**config.mk**
```make
export PLATFORM = sky130hd
export DESIGN_NAME = man_frame_tx
export DESIGN_NICKNAME = d
export VERILOG_FILES = /design/src/rtl/mtx_pkg.sv /design/src/rtl/mtx_fifo.sv /design/src/rtl/mtx_slot_timer.sv /design/src/rtl/mtx_serializer.sv /design/src/rtl/man_frame_tx.sv
export SDC_FILE = /design/constraint.sdc
export NUM_CORES = 1
export LEC_CHECK = 0
export ABC_AREA = 1
export BUFFER_PORTS_ARGS = -buffer_cell sky130_fd_sc_hd__clkbuf_2
export CAP_MARGIN = 40
export CORE_UTILIZATION = 40
export CTS_BUF_LIST = sky130_fd_sc_hd__clkbuf_8
export DETAILED_ROUTE_END_ITERATION = 7
export GPL_ROUTABILITY_DRIVEN = 0
export PLACE_DENSITY_LB_ADDON = 0.1
export SLEW_MARGIN = 20
export SYNTH_ARGS = -nofsm -noshare
export SYNTH_HDL_FRONTEND = slang
export SYNTH_SLANG_ARGS = --single-unit
```
**constraint.sdc**
```tcl
create_clock -name clk -period 3.4 [get_ports clk]
set_clock_uncertainty 0.05 [all_clocks]
set_input_delay 0.51 -clock clk [delete_from_list [all_inputs] [get_ports clk]]
set_output_delay 0.51 -clock clk [all_outputs]
set_load 0.02 [all_outputs]
```
**src/rtl/mtx_pkg.sv**
```systemverilog
package mtx_pkg;
  localparam int DATA_W     = 32;
  localparam int FRAME_BITS = DATA_W + 3;

  typedef struct packed {
    logic [3:0]  acc;
    logic [3:0]  kind;
    logic [7:0]  code;
    logic [15:0] payload;
  } tword_t;

  // start(1) | data MSB first | even parity | stop(0)
  function automatic logic [FRAME_BITS-1:0] pack_frame(input logic [DATA_W-1:0] w);
    return {1'b1, w, ^w, 1'b0};
  endfunction
endpackage

```
**src/rtl/mtx_fifo.sv**
```systemverilog
module mtx_fifo #(
  parameter int DEPTH = 16,
  parameter int W     = 32
) (
  input  logic         clk,
  input  logic         rst,
  input  logic         wr_en,
  input  logic [W-1:0] wr_data,
  input  logic         rd_en,
  output logic [W-1:0] rd_data,
  output logic         full,
  output logic         empty
);
  localparam int AW = (DEPTH > 1) ? $clog2(DEPTH) : 1;

  logic [W-1:0] mem [DEPTH];
  logic [AW-1:0] wr_ptr, rd_ptr;
  logic [AW:0]   count;

  function automatic logic [AW-1:0] bump(input logic [AW-1:0] p);
    return (p == AW'(DEPTH-1)) ? '0 : p + 1'b1;
  endfunction

  assign full    = (count == (AW+1)'(DEPTH));
  assign empty   = (count == '0);
  assign rd_data = mem[rd_ptr];

  always_ff @(posedge clk) begin
    if (wr_en) mem[wr_ptr] <= wr_data;
  end

  always_ff @(posedge clk) begin
    if (rst) begin
      wr_ptr <= '0;
      rd_ptr <= '0;
      count  <= '0;
    end else begin
      if (wr_en) wr_ptr <= bump(wr_ptr);
      if (rd_en) rd_ptr <= bump(rd_ptr);
      case ({wr_en, rd_en})
        2'b10:   count <= count + 1'b1;
        2'b01:   count <= count - 1'b1;
        default: count <= count;
      endcase
    end
  end

  AST_NO_UNDERFLOW: assert property (@(posedge clk) disable iff (rst) rd_en |-> !empty);
  AST_NO_OVERWRITE: assert property (@(posedge clk) disable iff (rst) wr_en |-> !full);
endmodule

```
**src/rtl/mtx_slot_timer.sv**
```systemverilog
module mtx_slot_timer #(
  parameter int SLOT_CYC = 6250
) (
  input  logic clk,
  input  logic rst,
  input  logic pps,
  output logic slot_start
);
  localparam int CW = (SLOT_CYC > 1) ? $clog2(SLOT_CYC) : 1;

  logic [CW-1:0] cnt;
  logic          pps_q;
  logic          pps_rise;

  assign pps_rise   = pps & ~pps_q;
  assign slot_start = pps_rise | (cnt == CW'(SLOT_CYC-1));

  always_ff @(posedge clk) begin
    if (rst) begin
      cnt   <= '0;
      pps_q <= 1'b0;
    end else begin
      pps_q <= pps;
      cnt   <= slot_start ? '0 : cnt + 1'b1;
    end
  end

  AST_SLOT_CNT_RANGE: assert property (@(posedge clk) disable iff (rst)
    cnt <= CW'(SLOT_CYC-1));
  AST_PPS_RESTART: assert property (@(posedge clk) disable iff (rst)
    (pps && !pps_q) |=> (cnt == '0));
endmodule

```
**src/rtl/mtx_serializer.sv**
```systemverilog
module mtx_serializer
  import mtx_pkg::*;
#(
  parameter int HALF_CELL_CYC = 50
) (
  input  logic              clk,
  input  logic              rst,
  input  logic              start,
  input  logic [DATA_W-1:0] word,
  output logic              busy,
  output logic              line
);
  localparam int HW = (HALF_CELL_CYC > 1) ? $clog2(HALF_CELL_CYC) : 1;
  localparam int BW = $clog2(FRAME_BITS);

  logic                  busy_q, half_q, line_q;
  logic [HW-1:0]         cyc_q;
  logic [BW-1:0]         bit_q;
  logic [FRAME_BITS-1:0] sh_q;

  logic                  n_busy, n_half, n_line;
  logic [HW-1:0]         n_cyc;
  logic [BW-1:0]         n_bit;
  logic [FRAME_BITS-1:0] n_sh;

  always_comb begin
    n_busy = busy_q;
    n_half = half_q;
    n_cyc  = cyc_q;
    n_bit  = bit_q;
    n_sh   = sh_q;
    if (start) begin
      n_busy = 1'b1;
      n_sh   = pack_frame(word);
      n_half = 1'b0;
      n_cyc  = '0;
      n_bit  = '0;
    end else if (busy_q) begin
      if (cyc_q == HW'(HALF_CELL_CYC-1)) begin
        n_cyc = '0;
        if (!half_q) begin
          n_half = 1'b1;
        end else begin
          n_half = 1'b0;
          n_sh   = sh_q << 1;
          if (bit_q == BW'(FRAME_BITS-1)) n_busy = 1'b0;
          else                            n_bit  = bit_q + 1'b1;
        end
      end else begin
        n_cyc = cyc_q + 1'b1;
      end
    end
    // first half-cell carries the bit value, second its complement
    n_line = n_busy & (n_sh[FRAME_BITS-1] ^ n_half);
  end

  always_ff @(posedge clk) begin
    if (rst) begin
      busy_q <= 1'b0;
      half_q <= 1'b0;
      line_q <= 1'b0;
      cyc_q  <= '0;
      bit_q  <= '0;
      sh_q   <= '0;
    end else begin
      busy_q <= n_busy;
      half_q <= n_half;
      line_q <= n_line;
      cyc_q  <= n_cyc;
      bit_q  <= n_bit;
      sh_q   <= n_sh;
    end
  end

  assign busy = busy_q;
  assign line = line_q;

  AST_START_WHEN_FREE: assert property (@(posedge clk) disable iff (rst)
    start |-> !busy_q);
  AST_MID_BIT_EDGE: assert property (@(posedge clk) disable iff (rst)
    (busy_q && $past(busy_q) && half_q && !$past(half_q)) |-> (line_q != $past(line_q)));
  AST_FRAME_ENDS_LOW: assert property (@(posedge clk) disable iff (rst)
    $fell(busy_q) |-> !line_q);
endmodule

```
**src/rtl/man_frame_tx.sv**
```systemverilog
module man_frame_tx
  import mtx_pkg::*;
#(
  parameter int HALF_CELL_CYC = 50,
  parameter int SLOT_CYC      = 6250,
  parameter int FIFO_DEPTH    = 16
) (
  input  logic        clk,
  input  logic        rst,
  input  logic        s_valid,
  output logic        s_ready,
  input  logic [3:0]  s_acc,
  input  logic [3:0]  s_kind,
  input  logic [7:0]  s_code,
  input  logic [15:0] s_payload,
  input  logic        pps,
  output logic        line_out,
  output logic        busy,
  output logic        idle,
  output logic        overflow
);
  tword_t      in_word;
  logic [DATA_W-1:0] head_word;
  logic        q_full, q_empty, wr_en, launch, slot_start, ser_busy, ovf_q;

  assign in_word = '{acc: s_acc, kind: s_kind, code: s_code, payload: s_payload};
  assign s_ready = ~q_full;
  assign wr_en   = s_valid & ~q_full;
  assign launch  = slot_start & ~q_empty & ~ser_busy;

  mtx_fifo #(.DEPTH(FIFO_DEPTH), .W(DATA_W)) u_fifo (
    .clk(clk), .rst(rst), .wr_en(wr_en), .wr_data(in_word),
    .rd_en(launch), .rd_data(head_word), .full(q_full), .empty(q_empty)
  );

  mtx_slot_timer #(.SLOT_CYC(SLOT_CYC)) u_slot (
    .clk(clk), .rst(rst), .pps(pps), .slot_start(slot_start)
  );

  mtx_serializer #(.HALF_CELL_CYC(HALF_CELL_CYC)) u_ser (
    .clk(clk), .rst(rst), .start(launch), .word(head_word),
    .busy(ser_busy), .line(line_out)
  );

  always_ff @(posedge clk) begin
    if (rst)                       ovf_q <= 1'b0;
    else if (s_valid && q_full)    ovf_q <= 1'b1;
  end

  assign overflow = ovf_q;
  assign busy     = ser_busy;
  assign idle     = q_empty & ~ser_busy;

  AST_OVF_STICKY: assert property (@(posedge clk) disable iff (rst)
    overflow |=> overflow);
  AST_DROP_FLAGS: assert property (@(posedge clk) disable iff (rst)
    (s_valid && !s_ready) |=> overflow);
  AST_IDLE_QUIET: assert property (@(posedge clk) disable iff (rst)
    idle |-> !line_out);
endmodule

```
After elaboration in Yosys (flattened, before gate mapping) --
Memories as Yosys holds them, arrays and structs flattened. A register that Yosys moved wholly into a read port is not among the register bits. Cells that the tools add are included.
Word-level totals: output and inout port bits 5, register bits 77, latch bits 0, memory bits (writable) 512, input port bits 36, memories 1, memory bits (read-only) 0
Cells by class: reductions and logical operators 11, shift-type cells 0, bitwise gates (word level) 13, $add $sub $neg 7, magnitude comparators 0, div/mod/pow operators 0, eq/ne operators 8, multiply operators 0, muxes and demuxes 21
Memories:
- u_fifo.mem | words 16, bits a word 32, read ports 1, clocked after Yosys merged registers in 1, write ports 1, RTL line mtx_fifo.sv:16 | logic [W-1:0] mem [DEPTH];
Operators by type and width (number):
- $mux W35 | 4
- $reduce_xor A32 Y1 | 1
- $mux W4 | 4
- $add A13 B1 Y13 const B | 1
- $eq A13 B13 Y1 const B | 1
- $add A6 B1 Y6 const B | 2
- $eq A6 B6 Y1 const B | 2
- $mux W1 | 11
- $pmux W5 S2 | 1
- $add A4 B1 Y4 const B | 2
- $eq A4 B4 Y1 const B | 2
- $reduce_bool A2 Y1 | 4
- $and A1 B1 Y1 | 6
- $mux W6 | 1
- $add A5 B1 Y5 const B | 1
- $eq A5 B5 Y1 const B | 1
- $logic_not A5 Y1 | 1
- $not A1 Y1 | 5
- $sub A5 B1 Y5 const B | 1
- $reduce_and A4 Y1 | 1
- $reduce_or A2 Y1 | 2
- $reduce_and A3 Y1 | 1
- $eq A2 B1 Y1 const B | 1
- $eq A2 B2 Y1 const B | 1
- other kinds (3) | 3

Depth between registers and ports, before layout --
Gate-level depths: netlist (run 1).
depth in word-level cells 8, depth in mapped cells 23

Hierarchy --
A second synthesis (run 1) with hierarchy kept.
Second synthesis, totals: cells, all modules 2307, area, all modules 25459.4 um^2
Modules (own cells, without submodules):
- mtx_fifo | instances 1, area each 21829.7 um^2, cells an instance 1747
- mtx_serializer | instances 1, area each 2860.2 um^2, cells an instance 447
- mtx_slot_timer | instances 1, area each 706.9 um^2, cells an instance 102
- man_frame_tx | instances 1, area each 62.6 um^2, cells an instance 11

Worst setup path after synthesis (run 1) --
OpenSTA, ideal clock, no wires.
path kind reg-to-reg, from register u_fifo.count[0], to memory u_fifo.mem[7][0], enable pin, cell stages (with the launch flop) 7, clock period less this slack 3794 ps, path slack -394 ps, arrival 3282 ps, buffers on the path 0, path through dfxtp_1 -> nor4_1 -> nand2_1 -> nand2_1 -> inv_1 -> nand2_1 -> nor3_1
On the way: longest elaborated chain between the ends 5
RTL lines:
- from (decl) | RTL line mtx_fifo.sv:18 | logic [AW:0] count;
- from (signal assigned) | RTL line mtx_fifo.sv:41 | 2'b10: count <= count + 1'b1;
- from (signal assigned) | RTL line mtx_fifo.sv:42 | 2'b01: count <= count - 1'b1;
- from (signal assigned) | RTL line mtx_fifo.sv:43 | default: count <= count;
- $eq A5 B5 Y1 | RTL line mtx_fifo.sv:24 | assign full = (count == (AW+1)'(DEPTH));
- $not A1 Y1
- named net s_ready | RTL line man_frame_tx.sv:11 | output logic s_ready,
- $and A1 B1 Y1 | RTL line man_frame_tx.sv:28 | assign wr_en = s_valid & ~q_full;
- $mux W1 | RTL line mtx_fifo.sv:29 | if (wr_en) mem[wr_ptr] <= wr_data;
- $mux W1 (not written as such) | RTL line mtx_fifo.sv:29
- to (decl) | RTL line mtx_fifo.sv:16
The timed path passes the listed nets, and every way through them passes these cells.

Final worst setup path (run 1) --
from register u_slot.cnt[0], to register u_fifo.count[4]
On the way: longest elaborated chain between the ends 6
RTL lines:
- from (decl) | RTL line mtx_slot_timer.sv:11 | logic [CW-1:0] cnt;
- from (signal assigned) | RTL line mtx_slot_timer.sv:24 | cnt <= slot_start ? '0 : cnt + 1'b1;
- $eq A13 B13 Y1 * | RTL line mtx_slot_timer.sv:16 | assign slot_start = pps_rise | (cnt == CW'(SLOT_CYC-1));
- $or A1 B1 Y1 * | RTL line mtx_slot_timer.sv:16
- $and A1 B1 Y1 * (2 in a row) | RTL line man_frame_tx.sv:29 | assign launch = slot_start & ~q_empty & ~ser_busy;
- $eq A2 B1 Y1 / $eq A2 B2 Y1 (equally long branches) | RTL line mtx_fifo.sv:40 | case ({wr_en, rd_en})
- $pmux W5 S2 / $reduce_bool A2 Y1 (equally long branches)
Every way passes the cells marked *; elsewhere a longest branch is shown, timed or not. A chain may end at the register's enable or synchronous reset.

==> results by group, run 1 <==
Detailed routing
  – WL per Instance: between 15 and 20 µm
  – DRT antenna net count: 0
  – First drt pass iteration count: 5
  – Final wirelength: approximately 65000 µm
  – Vias: 17245
  – Drt first-iter violations: roughly 1200
  – Vias/cell: a little under 5
  – Post-route DRC: 0

Floorplanning
  – Core ar.: ~0.063 mm²
  – DIE HEIGHT: about 250 µm
  – Die area: ~0.065 mm²
  – Initial Util: between 40 and 50%
  – Die width: 254 µm
  – Boundary Pins: 41
  – Rows: 92

Critical path
  – CP delay by family, top: compound AO/OA/AOI/OAI gates
  – Crit path to: u_fifo.count[4]
  – R2r endpoint: u_fifo.count[4]
  – Worst Setup SP: u_slot.cnt[0]
  – Worst Path Buf+Inv: 2
  – Crit path DAT: 3.39 ns
  – Setup crit start kind: flip-flop
  – Crit path cell chain: ha_1, nand2_1, nor3_1, nand3_1, o21ai_0, nand3_1, inv_2, ha_1, xor2_1, ha_1, inv_1, nand2_1, nand2_1, o21ai_1, o21ai_0, a21oi_1, o21ai_0, a21oi_1
  – Critical path class: reg -> reg
  – R2R Setup Slk: a little under 0.6 ns
  – R2R cell count: 18
  – Cell depth of the worst setup path: 18
  – Largest stage delay on the critical path: about 0.38 ns
  – Worst endpoint required time: ~4.0 ns
  – Crit Path Max Fanout: 6
  – Nature of the critical path endpoint: flip-flop
  – CP max stage cell: dfxtp_1
  – FF-to-FF Start: u_slot.cnt[0]

Synth
  – Post-synth top area cell: edfxtp_1
  – Number of flops mapped to enable cells by yosys: 512
  – Avg Cell Area, Syn: a little over 10 µm²
  – Syn_nets: roughly 2500
  – Top cells by count, synth: nand2_1, edfxtp_1, nand3_1
  – Dominant synthesized flop cell: edfxtp_1
  – Top-count cell post-synth: nand2_1
  – Yosys cell types: 39
  – Ys Warns: 0
  – Number of synthesized register bits: 593
  – Post-synth ARST share: 0%
  – Post-synth top area share: about three fifths
  – Mapped Area: 0.0254 mm²
  – Seq/Total Area, Yosys: between 60% and 70%
  – Top post-synthesis cells by area: edfxtp_1, nand2_1, dfxtp_1
  – Post-Synthesis Cells: around 2500

Finish
  – Final Non-Filler Cells: 3503
  – Final #Nets: 2622
  – Final core occ: between 40% and 50%
  – Layout area overhead: 12.7%
  – Layout cell share with drive strength beyond 1: approximately a tenth
  – Filler cells: between 5000 and 6000
  – Final Cell Area: 0.0287 mm²

GRT
  – First-pass GRT wire length: about 100000 µm
  – Largest net degree at the start of global routing: between 90 and 100
  – Initial antenna violation count: 1
  – Total track usage: 20.6%
  – GRT overflow: 0
  – Vias in the first global route: ~17000

Pwr
  – Tot Pwr: 19.9 mW
  – PwrDens: 695 mW/mm²
  – Leak: ~11 nW
  – VDD IR-drop max: ~0.42 mV

STA
  – Final setup fails: 0
  – Hold Violations, Final: 0
  – Min Tclk post-route: 2.82 ns
  – Pins Over Slew Limit: 0
  – Fmax: around 350 MHz
  – Post-route setup TNS: 0 ns
  – Final Cycle Share: 83.0%
  – Worst hold slack: roughly 0.12 ns
  – RSZ-0062 raised after global routing: false
  – Worst slew pin tran: between 0.7 and 0.8 ns
  – Setup WS post-layout: about 0.58 ns
  – Max_slew headroom: between 40% and 50%

Placement
  – IO buf count: 40
  – HPWL after DPL: between 30000 and 40000 µm
  – Placed Area: between 0.02 and 0.03 mm²
  – DP Cell Count: 3311
  – Pre-CTS setup slack: 0.490 ns

CTS
  – Post-CTS setup buffer count: 0
  – H-Tree Depth: 3
  – TritonCTS Buffers: just over 100
  – Worst-path clk slew: 0.06 ns
  – # clock sinks: 593
  – Clock Latency Late Sink: around 0.70 ns
  – CTS tree: done
  – Clock Root Buffer: clkbuf_8
  – Clk buf depth: 3

Min path
  – Hold path startpoint: rst
  – Worst Hold Class: in -> reg

Outcome
  – Status: finished clean

Run
  – Max Cap Violations: 0
## state kept, by name (all words and copies together), names as in the netlist, 4 cells and up, named ones only
register	cells
u_ser.cyc_q	6
u_fifo.mem	512
u_ser.bit_q	6
u_fifo.count	5
u_ser.sh_q	34
u_fifo.wr_ptr	4
u_fifo.rd_ptr	4
u_slot.cnt	13
## kinds of logic (layout without fill, tap and decap cells)
kind of cell / count (synthesis) / count (layout) / synth area share (%)
AOI/OAI and AO/OA: 171 / 171 / 3.98
and+or+nand+nor: 1358 / 1358 / 21.7
other: 0 / 1 / 0
DFF: 593 / 593 / 66.9
adders and majority gates: 14 / 14 / 0.689
muxes: 1 / 1 / 0.0394
xor gates and xnor gates: 15 / 15 / 0.517
buffers and inverters: 341 / 504 / 6.20
## cells in the final DEF, fill, tap and decap left out, types with 14 or more instances in the layout
cell      instances
nand3_1         274
nor2_4           15
a21oi_1          16
inv_1           245
clkinv_2         16
a31oi_1          31
o21ai_1          39
ha_1             14
o21ai_0          40
clkinv_1         15
edfxtp_1        512
dfxtp_1          77
inv_2            15
o211ai_1         36
nand2_1         847
buf_4            36
clkbuf_8        107
nor2_1          183
clkbuf_2         40
## report_power, final
group          total (mW)  internal, mW  leakage [nW]  switching (mW)
sequential           8.36          8.20          5.29           0.166
clock                6.22          3.30          1.17            2.92
combinational        5.33          1.63          4.84            3.71
## what timing repair did
action / in CTS / in global routing
resized for setup: 0 / 3
setup endpoints to repair: 0 / 1
endpoints found under the hold margin: 2 / 0
hold buffers: 2 / 0
## area by class of cell
type | count | area, µm² | area share [%]
antenna | 1 | 2.50 | 0.00873
clock buffer | 107 | 1470 | 5.14
clock inverter | 82 | 490 | 1.71
inverter | 221 | 840 | 2.93
multi-input combinational | 1559 | 6990 | 24.4
sequential | 593 | 17000 | 59.3
tap | 846 | 1060 | 3.69
timing repair buffer | 94 | 805 | 2.81
## worst min-delay path by stage
stage / to / slack, ns / depth (start not counted)
CTS: u_slot.pps_q / 0.05 / 2
global placement: u_slot.cnt[0] / 0.40 / 1
finish: u_fifo.count[0] / 0.12 / 2
floorplan: u_slot.cnt[0] / 0.38 / 1
detailed placement: u_ser.bit_q[5] / 0.41 / 2
global route: u_slot.pps_q / 0.09 / 2
## layer usage
layer | share of wire [%] | track usage (%) | wire (µm)
met5 | 0 | 0 | 0
met4 | 2.0 | 6.70 | 1330
met3 | 4.0 | 3.03 | 2580
met2 | 48 | 34.7 | 31300
met1 | 46 | 27.4 | 29700
Note: power is estimated with default switching activity, not from simulation.
==> run 2, diff against run 1 <==
Clock period 3.4 ns to 2.4 ns, I/O delays scaled along.
==> results by group, run 2 (synthesized netlist as in run 1, its figures left out) <==
Critical path
  – Setup crit start kind: flip-flop
  – Worst endpoint required time: 2.99 ns (-0.98 ns)
  – Most frequent CP cell: nand2_1
  – Crit path cell chain: buf_12, clkinv_16, buf_16, buf_12, clkbuf_16, nand2_1, nand2_1, nand2_1, nand3_2, nand3_2, nand2_4, nand2_4, inv_2, nor2_4, nand2_1, nand2_1, nand2_1, nand2_2, inv_2, nand2_1, nand2_1, nand2_1, nand3_2, a21oi_2
  – Nature of the critical path endpoint: flip-flop
  – Critical path class: reg -> reg
  – CP delay by family, top: simple AND/OR/NAND/NOR gates
  – Worst Path Buf+Inv: 7 (+5)
  – CP max stage cell: dfxtp_4
  – Crit path DAT: 3.16 ns (-0.23 ns)
  – Crit Path Max Fanout: 8 (+2)
  – Largest stage delay on the critical path: 0.37 ns (about the same)

STA
  – Pins Over Slew Limit: 0 (unchanged)
  – Hold Violations, Final: 0 (unchanged)
  – Worst slew pin tran: 0.487 ns (-0.310 ns)
  – Min Tclk post-route: 2.57 ns (-0.251 ns)
  – Final Cycle Share: 107% (+24 points)
  – Fmax: 389 MHz (+9.7%)
  – Max_slew headroom: 67.2% (+20 points)
  – Setup WS post-layout: -0.171 ns (-0.749 ns)
  – Worst hold slack: 0.0585 ns (-0.0617 ns)
  – RSZ-0062 raised after global routing: true
  – Final setup fails: 1 (+1)

Pwr
  – PwrDens: 979 mW/mm² (+41%)
  – VDD IR-drop max: 0.423 mV (+0.31%)
  – Leak: 12.7 nW (+13%)

Finish
  – Most flops, register: u_fifo.mem
  – Layout area overhead: 25.5%
  – Most common cell after layout, fill and taps aside: nand2_1
  – Top Registers: u_fifo.mem (512), u_ser.sh_q (34), u_slot.cnt (13)
  – Layout cell share with drive strength beyond 1: 20.7% (+10 points)
  – Max reg flops: 512 (unchanged)
  – Final Cell Area: 0.0319 mm² (+11%)
  – Final #Nets: 2827 (+7.8%)
  – Most frequent cells in the layout: nand2_1, edfxtp_1, inv_1, nand3_1, nor2_1
  – Final core occ: 50.7% (+5.2 points)

Placement
  – Placed Area: 0.0282 mm² (+5.8%)
  – HPWL after DPL: 41000 µm (+15%)
  – Pre-CTS setup slack: -0.216 ns (-0.706 ns)
  – IO buf count: 40 (unchanged)

CTS
  – TritonCTS Buffers: 102 (-0.97%)
  – # clock sinks: 593 (unchanged)
  – Clock Latency Late Sink: 0.71 ns (about the same)
  – Clk buf depth: 3 (unchanged)
  – H-Tree Depth: 3 (unchanged)
  – Worst-path clk slew: 0.07 ns (about the same)
  – Clock Root Buffer: clkbuf_8
  – CTS tree: done

Min path
  – Worst Hold Class: in -> reg

Run
  – Max Cap Violations: 0 (unchanged)

GRT
  – First-pass GRT wire length: 106000 µm (+6.2%)
  – Total track usage: 22.2% (+1.6 points)
  – Vias in the first global route: 17611 (+4.5%)
  – GRT overflow: 0 (unchanged)
  – Largest net degree at the start of global routing: 57 (-40%)
  – Initial antenna violation count: 3 (+2)

Detailed routing
  – First drt pass iteration count: 5 (unchanged)
  – Vias/cell: 4.96 (+0.66%)
  – Drt first-iter violations: 1188 (+2.9%)
  – Final wirelength: 71500 µm (+10%)
  – WL per Instance: 19.3 µm (+4.1%)
  – DRT antenna net count: 0 (unchanged)
  – Post-route DRC: 0 (unchanged)
  – Vias: 18360 (+6.5%)

Floorplanning
  – Core ar.: 0.0630 mm² (unchanged)
  – Die area: 0.0646 mm² (unchanged)
  – Boundary Pins: 41 (unchanged)
  – Rows: 92 (unchanged)
  – Initial Util: 40.4% (unchanged)
  – Die width: 254 µm (unchanged)
  – DIE HEIGHT: 254 µm (unchanged)

Outcome
  – Failing checks: negative setup slack
  – Status: complete, but fails checks
run 2: cell count changes in the layout (fill, tap and decap cells not counted), sizes merged, moves of 4 or more:
cell,previous run,this run
dlygate4sd3,2,26
buf,52,227
clkbuf,147,153
inv,266,254
bufinv,5,1
clkinv,31,39
run 2: metrics by stage:
step | std cells | TNS, ns | power (mW)
floorplan | 2493 | -63.24 | 17.7
global placement | 3439 | -2.92 | 20.9
detailed placement | 3440 | -1.90 | 21.1
CTS | 3680 | -0.144 | 30.6
global route | 3705 | -0.520 | 33.0
finish | 3705 | -0.171 | 31.2
run 2: worst paths after layout:
| check | start | to | slack [ns] | cells past startpoint |
|---|---|---|---|---|
| max reg2reg | flip-flop | u_ser.sh_q[1] | -0.17 | 24 |
| max | flip-flop | u_ser.sh_q[1] | -0.17 | 24 |
| min | s_payload[7] | u_fifo.mem[6][7] | 0.06 | 1 |
| min reg2reg | u_ser.bit_q[5] | u_ser.bit_q[5] | 0.41 | 2 |
run 2: area by class of cell:
cell class | instances | area, µm²
Clock buffer | 109 | 1500
Multi-Input combinational cell | 1559 | 7650
Inverter | 221 | 861
Fill cell | 5668 | 31100
Timing Repair Buffer | 300 | 3460
Clock inverter | 76 | 365
Tap cell | 846 | 1060
Sequential cell | 593 | 17000
Antenna cell | 1 | 2.50
run 2: repair_timing:
action,in CTS,in global routing
pin swaps,26,63
gates cloned,10,5
endpoints found under the setup margin,55,192
hold endpoints to repair,277,0
resized for setup,76,133
setup buffers,19,20
hold buffers,26,0
run 2: where the power goes:
group          total [mW]  internal [mW]  leakage (nW)  switching, mW
combinational        11.0           4.55          6.36           6.44
clock                8.44           4.30          1.07           4.14
sequential           11.8           11.6          5.29          0.203
total                31.2           20.5          12.7           10.8
run 2: routing by layer:
| metal | wire [µm] | GRT usage [%] | vias up |
|---|---|---|---|
| met5 | 0 | 0 | - |
| met1 | 31900 | 29.4 | 8887 |
| li1 | - | - | 8915 |
| met4 | 1810 | 8.09 | 0 |
| met2 | 34200 | 36.5 | 435 |
| met3 | 3570 | 4.02 | 123 |
==> run 3, diff against run 2 <==
Settings changed: SYNTH_HIERARCHICAL set to 1.
==> results by group, run 3 <==
Synth
  – Ys Warns: 6 (+6)
  – Yosys cell types: 38 (-2.6%)
  – Number of synthesized register bits: 593 (unchanged)
  – Post-synth top area share: 60.4% (-0.086 points)
  – Number of flops mapped to enable cells by yosys: 512 (unchanged)
  – Syn_nets: 2359 (-7.2%)
  – Seq/Total Area, Yosys: 66.8% (-0.095 points)
  – Post-synth top area cell: edfxtp_1
  – Mapped Area: 0.0255 mm² (+0.14%)
  – Top cells by count, synth: edfxtp_1, nand2_1, inv_1
  – Post-synth ARST share: 0% (unchanged)
  – Top post-synthesis cells by area: edfxtp_1, dfxtp_1, nand2_1
  – Dominant synthesized flop cell: edfxtp_1
  – Top-count cell post-synth: edfxtp_1
  – Post-Synthesis Cells: 2307 (-7.5%)
  – Avg Cell Area, Syn: 11.0 µm² (+8.2%)

Pwr
  – Clock power share: 28.7% (+1.7 points)
  – VDD IR-drop max: 0.466 mV (+10%)
  – NetSw: 9.21 mW (-15%)
  – Sw Share: 32.5% (-2.1 points)
  – Pint: 19.2 mW (-6.3%)
  – Leak: 11.3 nW (-11%)
  – PwrDens: 940 mW/mm² (-4.0%)
  – Tot Pwr: 28.4 mW (-9.1%)
  – Combinational share of power: 29.3% (-5.9 points)
  – Sequential power share: 42.0% (+4.2 points)

GRT
  – Initial antenna violation count: 2 (-1)
  – Vias in the first global route: 16487 (-6.4%)
  – First-pass GRT wire length: 99100 µm (-6.8%)
  – Largest net degree at the start of global routing: 66 (+16%)
  – GRT overflow: 0 (unchanged)
  – Total track usage: 20.6% (-1.6 points)

Outcome
  – Status: complete, but fails checks
  – Failing checks: negative setup slack

Floorplanning
  – Initial Util: 40.4% (+0.058 points)
  – Core ar.: 0.0630 mm² (unchanged)
  – DIE HEIGHT: 254 µm (about the same)
  – Die width: 254 µm (about the same)
  – Boundary Pins: 41 (unchanged)
  – Die area: 0.0647 mm² (+0.14%)
  – Rows: 92 (unchanged)

Critical path
  – Critical path class: reg -> reg
  – Nature of the critical path endpoint: flip-flop
  – Crit Path Max Fanout: 12 (+4)
  – Crit path DAT: 3.12 ns (-0.04 ns)
  – Setup crit start kind: flip-flop
  – Worst endpoint required time: 2.95 ns (-0.04 ns)

Finish
  – Most flops, register: u_fifo/mem
  – Filler cells: 5787 (+2.1%)
  – Final Cell Area: 0.0302 mm² (-5.4%)
  – Most common cell after layout, fill and taps aside: edfxtp_1
  – Top Registers: u_fifo/mem (512), u_ser/sh_q (34), u_slot/cnt (13)
  – Layout cell share with drive strength beyond 1: 15.2% (-5.5 points)
  – Footprint of the multi-input gates: 0.00657 mm² (-14%)
  – Layout area overhead: 18.6%
  – Reg area: 0.0170 mm² (about the same)
  – Final Non-Filler Cells: 3423 (-7.6%)
  – Final #Nets: 2555 (-9.6%)
  – Final core occ: 48.0% (-2.7 points)
  – Max reg flops: 512 (unchanged)
  – Most frequent cells in the layout: edfxtp_1, nand2_1, inv_1

CTS
  – TritonCTS Buffers: 101 (-0.98%)
  – Worst-path clk slew: 0.06 ns (about the same)
  – Clk buf depth: 3 (unchanged)
  – CTS tree: done
  – Clock Latency Late Sink: 0.70 ns (about the same)
  – H-Tree Depth: 3 (unchanged)
  – Clock Root Buffer: clkbuf_8
  – # clock sinks: 593 (unchanged)

STA
  – Final Cycle Share: 107% (about the same)
  – Pins Over Slew Limit: 0 (unchanged)
  – Max_slew headroom: 60.4% (-6.8 points)
  – Worst slew pin tran: 0.593 ns (+0.106 ns)
  – Fmax: 389 MHz (about the same)
  – Post-route setup TNS: -0.170 ns (+0.000945 ns)
  – RSZ-0062 raised after global routing: true
  – Worst hold slack: 0.0483 ns (-0.0102 ns)
  – Hold Violations, Final: 0 (unchanged)
  – Setup WS post-layout: -0.170 ns (+0.000945 ns)
  – Final setup fails: 1 (unchanged)
  – Min Tclk post-route: 2.57 ns (-0.000945 ns)

Placement
  – Pre-CTS setup slack: -0.237 ns (-0.0208 ns)
  – IO buf count: 40 (unchanged)
  – DP Cell Count: 3207 (-6.8%)
  – Placed Area: 0.0278 mm² (-1.4%)
  – HPWL after DPL: 37800 µm (-7.7%)

Min path
  – Worst Hold Class: in -> reg

Detailed routing
  – First drt pass iteration count: 5 (unchanged)
  – Post-route DRC: 0 (unchanged)
  – DRT antenna net count: 0 (unchanged)
  – WL per Instance: 19.1 µm (-0.83%)
  – Vias: 17121 (-6.7%)
  – Final wirelength: 65500 µm (-8.4%)
  – Drt first-iter violations: 1219 (+2.6%)
  – Vias/cell: 5.00 (+0.93%)

Run
  – Max Cap Violations: 0 (unchanged)
[run 3: cell types whose count changed after synthesis, sizes merged, moves of 15 or more]
cell,before,now
nand2,849,398
a21oi,16,151
inv,220,339
nor2,206,87
o211ai,36,128
o21ai,79,148
nand3,274,248
clkbuf,24,39
[run 3: logic make-up after synthesis]
logic type | synth area share, %
adder cells (fa/ha/maj) | 0.786
AND/OR/NAND/NOR | 12.6
flip-flops | 66.8
AO/OA/AOI/OAI | 10.6
buffers and inverters | 8.40
XOR/XNOR | 0.894
[run 3: worst max-delay path: stages, from the launching register on]
cell and delay (ns):
dfxtp_4 0.36, buf_12 0.16, buf_12 0.16, clkbuf_16 0.17, o211ai_1 0.19, nand3_1 0.11
nand3_1 0.11, nand2_2 0.10, inv_1 0.08, nand2_1 0.05, nand2_1 0.09, nand2_1 0.06
nand2_1 0.08, nand2_1 0.06, nand2_1 0.10, nand2_1 0.08, nand2_2 0.13, inv_1 0.05
nand2_1 0.05, nand3_1 0.07, a21oi_1 0.13
[run 3: path summary, 6_finish.rpt]
| path | depth (start not counted) | startpoint | end | slack [ns] |
|---|---|---|---|---|
| max | 20 | flip-flop | u_ser/sh_q[1] | -0.17 |
| min | 1 | s_acc[1] | u_fifo/mem[9][29] | 0.05 |
| max reg2reg | 20 | flip-flop | u_ser/sh_q[1] | -0.17 |
| min reg2reg | 2 | u_ser/sh_q[1] | u_ser/sh_q[1] | 0.43 |
[run 3: routing by layer]
metal  GRT usage, %  vias to the layer above  share of wire [%]
met2           33.7                      333                 48
met5              0                        -                  0
li1               -                     8377                  -
met4           5.73                        0                1.6
met1           28.5                     8334                 46
met3           3.07                       77                3.8
[run 3: layout make-up]
cell class	count	area share, %
Antenna cell	1	0.00829
Inverter	340	4.23
Clock inverter	74	1.19
Tap cell	846	3.51
Timing Repair Buffer	217	8.35
Sequential cell	593	56.3
Multi-Input combinational cell	1250	21.7
Clock buffer	102	4.65
[run 3: what timing repair did]
| item | in CTS | in global routing |
|---|---|---|
| buffers inserted | 13 | 4 |
| cloned | 2 | 2 |
| pin swaps | 1 | 16 |
| setup endpoints to repair | 5 | 38 |
| hold buffers | 18 | 0 |
| endpoints found under the hold margin | 207 | 0 |
| gates resized for setup | 13 | 33 |
[run 3: power by group through the flow]
stage / clock network, mW / registers, mW / logic (mW)
5_1_grt: 8.86 / 12.0 / 9.33
2_1_floorplan: 0 / 12.1 / 5.28
6_report: 8.15 / 11.9 / 8.32
3_5_place_dp: 0 / 12.2 / 7.74
4_1_cts: 8.43 / 11.9 / 8.11
3_3_place_gp: 0 / 12.1 / 7.68
